### config.mk
export PLATFORM = sky130hd
export DESIGN_NAME = fwd_unit
export DESIGN_NICKNAME = d
export VERILOG_FILES = /design/src/rtl/fwd_pkg.sv /design/src/rtl/fwd_match.sv /design/src/rtl/fwd_ctl.sv /design/src/rtl/fwd_unit.sv
export SDC_FILE = /design/constraint.sdc
export NUM_CORES = 1
export LEC_CHECK = 0
export ABC_AREA = 1
export ABC_CLOCK_PERIOD_IN_PS = 800
export CORE_ASPECT_RATIO = 1.25
export CORE_MARGIN = 2
export CORE_UTILIZATION = 30
export DETAILED_ROUTE_END_ITERATION = 6
export DONT_BUFFER_PORTS = 1
export SLEW_MARGIN = 40
export SYNTH_ARGS = -nofsm -noshare
export SYNTH_HDL_FRONTEND = slang
export SYNTH_SLANG_ARGS = --single-unit
### constraint.sdc
create_clock -name vclk -period 0.8
set_input_delay 0.08 -clock vclk [all_inputs]
set_output_delay 0.08 -clock vclk [all_outputs]
set_load 0.005 [all_outputs]
### src/rtl/fwd_pkg.sv
package fwd_pkg;

  localparam int NUM_OPS = 2;

  typedef enum logic [1:0] {
    SEL_RF      = 2'd0,
    SEL_MEM_ALU = 2'd1,
    SEL_WB_ALU  = 2'd2,
    SEL_WB_LOAD = 2'd3
  } opSel_e;

  // Comparator results handed from the match datapath to the control
  typedef struct packed {
    logic [NUM_OPS-1:0] memHit;
    logic [NUM_OPS-1:0] wbHit;
    logic               loadUse;
  } hitVec_t;

  // Strobes from the control toward the pipeline registers
  typedef struct packed {
    logic pcHold;
    logic ifdHold;
    logic exBubble;
  } stallStrobe_t;

endpackage

### src/rtl/fwd_match.sv
module fwd_match
  import fwd_pkg::*;
#(
  parameter int REG_W = 5
) (
  input  logic [NUM_OPS-1:0][REG_W-1:0] exSrc,
  input  logic [NUM_OPS-1:0][REG_W-1:0] idSrc,
  input  logic [NUM_OPS-1:0]            idUse,
  input  logic [REG_W-1:0]              exDst,
  input  logic                          exWrEn,
  input  logic                          exIsLoad,
  input  logic [REG_W-1:0]              memDst,
  input  logic                          memWrEn,
  input  logic [REG_W-1:0]              wbDst,
  input  logic                          wbWrEn,
  output hitVec_t                       hits
);

  localparam logic [REG_W-1:0] ZERO_REG = '0;

  // A producer counts only if it writes and does not target the zero register
  logic memLive;
  logic wbLive;
  logic ldLive;
  logic [NUM_OPS-1:0] useHit;

  assign memLive = memWrEn && (memDst != ZERO_REG);
  assign wbLive  = wbWrEn  && (wbDst  != ZERO_REG);
  assign ldLive  = exIsLoad && exWrEn && (exDst != ZERO_REG);

  for (genvar op = 0; op < NUM_OPS; op++) begin : g_op
    assign hits.memHit[op] = memLive && (exSrc[op] == memDst);
    assign hits.wbHit[op]  = wbLive  && (exSrc[op] == wbDst);
    assign useHit[op]      = idUse[op] && (idSrc[op] == exDst);
  end

  assign hits.loadUse = ldLive && (|useHit);

endmodule

### src/rtl/fwd_ctl.sv
module fwd_ctl
  import fwd_pkg::*;
(
  input  hitVec_t                hits,
  input  logic                   wbIsLoad,
  output opSel_e [NUM_OPS-1:0]   opSel,
  output stallStrobe_t           strobes
);

  opSel_e wbSel;
  assign wbSel = wbIsLoad ? SEL_WB_LOAD : SEL_WB_ALU;

  // Newest producer wins: execute/memory, then write-back, then register file
  for (genvar op = 0; op < NUM_OPS; op++) begin : g_sel
    always_comb begin
      if (hits.memHit[op])     opSel[op] = SEL_MEM_ALU;
      else if (hits.wbHit[op]) opSel[op] = wbSel;
      else                     opSel[op] = SEL_RF;
    end
  end

  always_comb begin
    strobes.pcHold   = hits.loadUse;
    strobes.ifdHold  = hits.loadUse;
    strobes.exBubble = hits.loadUse;
  end

endmodule

### src/rtl/fwd_unit.sv
module fwd_unit
  import fwd_pkg::*;
#(
  parameter int REG_W = 5
) (
  input  logic [REG_W-1:0] idSrcA,
  input  logic [REG_W-1:0] idSrcB,
  input  logic             idUseA,
  input  logic             idUseB,
  input  logic [REG_W-1:0] exSrcA,
  input  logic [REG_W-1:0] exSrcB,
  input  logic [REG_W-1:0] exDst,
  input  logic             exWrEn,
  input  logic             exIsLoad,
  input  logic [REG_W-1:0] memDst,
  input  logic             memWrEn,
  input  logic [REG_W-1:0] wbDst,
  input  logic             wbWrEn,
  input  logic             wbIsLoad,
  output logic [1:0]       selA,
  output logic [1:0]       selB,
  output logic             pcHold,
  output logic             ifdHold,
  output logic             exBubble
);

  hitVec_t              hits;
  stallStrobe_t         strobes;
  opSel_e [NUM_OPS-1:0] opSel;

  fwd_match #(.REG_W(REG_W)) u_match (
    .exSrc    ({exSrcB, exSrcA}),
    .idSrc    ({idSrcB, idSrcA}),
    .idUse    ({idUseB, idUseA}),
    .exDst    (exDst),
    .exWrEn   (exWrEn),
    .exIsLoad (exIsLoad),
    .memDst   (memDst),
    .memWrEn  (memWrEn),
    .wbDst    (wbDst),
    .wbWrEn   (wbWrEn),
    .hits     (hits)
  );

  fwd_ctl u_ctl (
    .hits     (hits),
    .wbIsLoad (wbIsLoad),
    .opSel    (opSel),
    .strobes  (strobes)
  );

  assign selA     = opSel[0];
  assign selB     = opSel[1];
  assign pcHold   = strobes.pcHold;
  assign ifdHold  = strobes.ifdHold;
  assign exBubble = strobes.exBubble;

endmodule

### Word level (Yosys, flattened, before mapping)

Cells that the tools add are included.

* input port bits: 42
* bits in registers: 0
* word-level logic and storage cells: 26

* reductions and logical operators: 15
* eq/ne operators: 6
* mux-type cells: 5

Operators with widths (number)
* $eq 5x5->1: 6
* $reduce_bool 5->1: 3
* $logic_and 1x1->1: 11
* $mux 2: 4
* $reduce_or 2->1: 1
* $mux 1: 1

### Depth between registers and ports, before layout

* depth in word-level cells: 5
* mapped depth: 7
* gate-level depth less buffers: 7

### Cells and area by module

A second synthesis with hierarchy kept.

* cell total of the unflattened synthesis: 109
* area total of the unflattened synthesis: 545.5 um^2

By module, submodules not included
* fwd_match: times used 1, seq. area each 0.0 um^2, cells each 96, area an instance 480.5 um^2
* fwd_ctl: times used 1, seq. area each 0.0 um^2, cells each 13, area an instance 65.1 um^2

### Worst setup path after synthesis

Ideal clock, no wire load.

* path kind: in2out
* start: input exDst[3]
* end: output ifdHold
* required time: 720 ps
* path slack: -42 ps
* data arrival time: 762 ps
* buffers on the path: 1
* cell stages on the path: 7
* cells stage by stage: inv_1 -> nand2_1 -> nand2_1 -> nor2_1 -> nand3_1 -> a21oi_1 -> buf_4

* word-level cells in the longest chain between the ends: 4
* elaborated cells between the ends (all ways): 8

RTL lines
* start, declared: RTL line fwd_unit.sv:12 `input logic [REG_W-1:0] exDst,`
* $eq 5x5->1: RTL line fwd_match.sv:34 `assign useHit[op] = idUse[op] && (idSrc[op] == exDst);`
* $logic_and 1x1->1: RTL line fwd_match.sv:34
* $reduce_or 2->1: RTL line fwd_match.sv:37 `assign hits.loadUse = ldLive && (|useHit);`
* $logic_and 1x1->1 *: RTL line fwd_match.sv:37
* end, declared: RTL line fwd_unit.sv:23 `output logic ifdHold,`

Every way passes the cells marked *; elsewhere a longest branch is shown, timed or not.

### Worst setup path in the final report

* start: input exDst[3]
* end: output pcHold

* word-level cells in the longest chain between the ends: 4
* elaborated cells between the ends (all ways): 8

RTL lines
* $eq 5x5->1: RTL line fwd_match.sv:34
* $logic_and 1x1->1: RTL line fwd_match.sv:34
* $reduce_or 2->1: RTL line fwd_match.sv:37
* $logic_and 1x1->1 *: RTL line fwd_match.sv:37
* end, declared: RTL line fwd_unit.sv:22 `output logic pcHold,`

Marks and branches as above.

==> key figures <==
Global route
  • GRT Util Overall: 11.1%
  • Largest net degree at the start of global routing: 5
  • Grt ovf: 0
  • First-pass GRT wire length: 2.05 mm
  • Antenna violations before repair: 0
  • Vias in the first global route: 551

Finish
  • Clock buffer count: 0
  • Layout cells sized above 1: 8.26%
  • FF+latch count: 0
  • Storage cell area: 0 um2
  • Diode count: 0
  • Fillcell total: 206
  • P&R area growth vs syn: 6.26%
  • Total Nets Final: 153
  • Finished Layout Cells: 128

Critical path
  • Crit-path leading delay family: compound AO/OA/AOI/OAI gates
  • Crit path largest cell delay: 0.22 ns
  • Setup crit start: exDst[3]
  • Crit Path Class: input pin to primary output
  • CP Capture Type: primary output
  • CP max FO: 4
  • CP Depth: 5
  • CP max stage cell: a21oi_4
  • Worst setup path endpoint: pcHold
  • Cell-by-cell trace of the critical path: inv_1, o21ai_1, nor2_1, nand3_1, a21oi_4
  • CP Launch Type: input pin
  • CP required: 0.72 ns
  • WP data arrival: 0.71 ns
  • Worst path bufs/invs: 1

Synth
  • Synthesized cell area: 559 um2
  • Synth top area cells: nand2_1 21%, xnor2_1 19%, nor2_1 13%
  • Synth unique cells: 15
  • Largest area contributor in the netlist: nand2_1
  • Synth warn: 0
  • Mean Syn Cell Area: 5.04 um2
  • Cell count after synthesis: 111
  • Synth cell count leaders: 32 x nand2_1, 20 x nor2_1, 16 x inv_1
  • Yosys top cell area share: 21.5%
  • Syn nets: 153
  • Sequential fraction of the synthesis area: 0%
  • Top-count cell post-synth: nand2_1

Die
  • Placeable core region: 0.00177 mm2
  • Initial Util: 31.7%
  • Die Footprint: 0.00223 mm2
  • Std-Cell Rows: 17
  • Die H: 52.3 um
  • Die W: 42.6 um
  • Io pins: 49

Route
  • DR vias: 615
  • DRT antenna net count: 0
  • Vias per inst: 4.80
  • Drt first pass iters: 4
  • Final wirelength: 1.35 mm
  • DR WL/cell: 10.6 um
  • DR iter-0 viols: 9
  • DR DRC count: 0

Placement
  • Placed insts: 128
  • HPWL after DPL: 1.24 mm
  • Placer Congestion: 0.790
  • PortBufs: 0

Pwr
  • Clk network pwr share: 0%
  • Flop pwr share: 0%
  • Switching power: 0.000116 W
  • Leak Pwr: 0.296 nW
  • Net Sw Frac: 50.8%
  • P_int: 0.000113 W
  • Logic pwr share: 100.0%
  • Pwr dens: 386 mW/mm2
  • Pwr Total: 0.000229 W
  • VDD IR-drop max: 149 uV

Job
  • Max-Cap Viols: 0

Hold path
  • Worst Hold Class: input pin to primary output
  • Worst Hold Depth: 2

STA
  • Setup violators final: 0
  • RSZ-0062 raised after global routing: yes
  • Slew headroom: 84.6%
  • Max-slew violation count: 0
  • Least-Margin Pin Slew: 0.230 ns
  • Crit path time final: 0.794 ns
  • Final Hold Viols: 0
  • Tcrit/Tclk final: 99.2%
  • Highest clock rate: 1.26 GHz

CTS
  • Postcts setup bufs: 0

Status
  • Status: complete, no violations
[metrics by stage]
stage               setup TNS (ns)  hold slack (ns)  util, %  instance area, um2  setup WS [ns]
CTS                              0            0.282     32.4                 572         0.0221
finish                           0            0.278     33.7                 594        0.00604
global placement                 0            0.285     32.4                 572         0.0300
detailed placement               0            0.282     32.4                 572         0.0224
global route               -0.0773            0.285     33.7                 594        -0.0243
floorplan                        0            0.269        -                 563         0.0160
[power by group through the flow]
stage          Sequential (W)  Combinational [W]  Clock (W)
6_report                    0           0.000229          0
5_1_grt                     0           0.000265          0
4_1_cts                     0           0.000222          0
3_5_place_dp                0           0.000221          0
3_3_place_gp                0           0.000218          0
2_1_floorplan               0           0.000195          0
[how the worst min path moves through the flow]
stage / from / end / slack (ns)
floorplan: wbIsLoad / selA[0] / 0.27
finish: wbIsLoad / selA[0] / 0.28
detailed placement: wbIsLoad / selA[0] / 0.28
global placement: wbIsLoad / selA[0] / 0.29
CTS: wbIsLoad / selA[0] / 0.28
global route: wbIsLoad / selA[0] / 0.29
[placed cells by master, fill, tap and decap left out, drive strengths merged]
cell / Yosys / final
nand3b: 1 / 1
xnor2: 12 / 12
nor3: 3 / 3
xor2: 7 / 7
a21oi: 1 / 1
nand2: 33 / 33
nand3: 10 / 10
o21ai: 3 / 3
inv: 16 / 16
nor2: 22 / 22
nand4: 1 / 1
[timing repair]
item	in CTS	in global routing
hold buffers	0	0
gates resized for setup	0	7
setup endpoints to repair	0	5
[final cells by class]
type | count | area (um2) | share of cell area (%)
Tap cell | 19 | 23.8 | 4.00
Multi-Input combinational cell | 93 | 510 | 85.9
Inverter | 16 | 60.1 | 10.1
[kinds of logic (layout without fill, tap and decap cells)]
logic type      Yosys count  count (layout)  share of synthesized area [%]
buf+inv                  18              16                           13.4
compound gates            4               4                           3.58
xor+xnor                 19              19                           29.8
simple gates             70              70                           53.2
[metal layers]
| layer | up-vias | part of all wire [%] | global-route usage, % |
|---|---|---|---|
| met5 | - | 0 | 0 |
| met3 | 0 | 13 | 2.07 |
| met4 | 0 | 0 | 0 |
| li1 | 331 | - | - |
| met1 | 246 | 36 | 12.2 |
| met2 | 38 | 52 | 22.7 |
No activity file was read; power rests on OpenSTA's default activity.
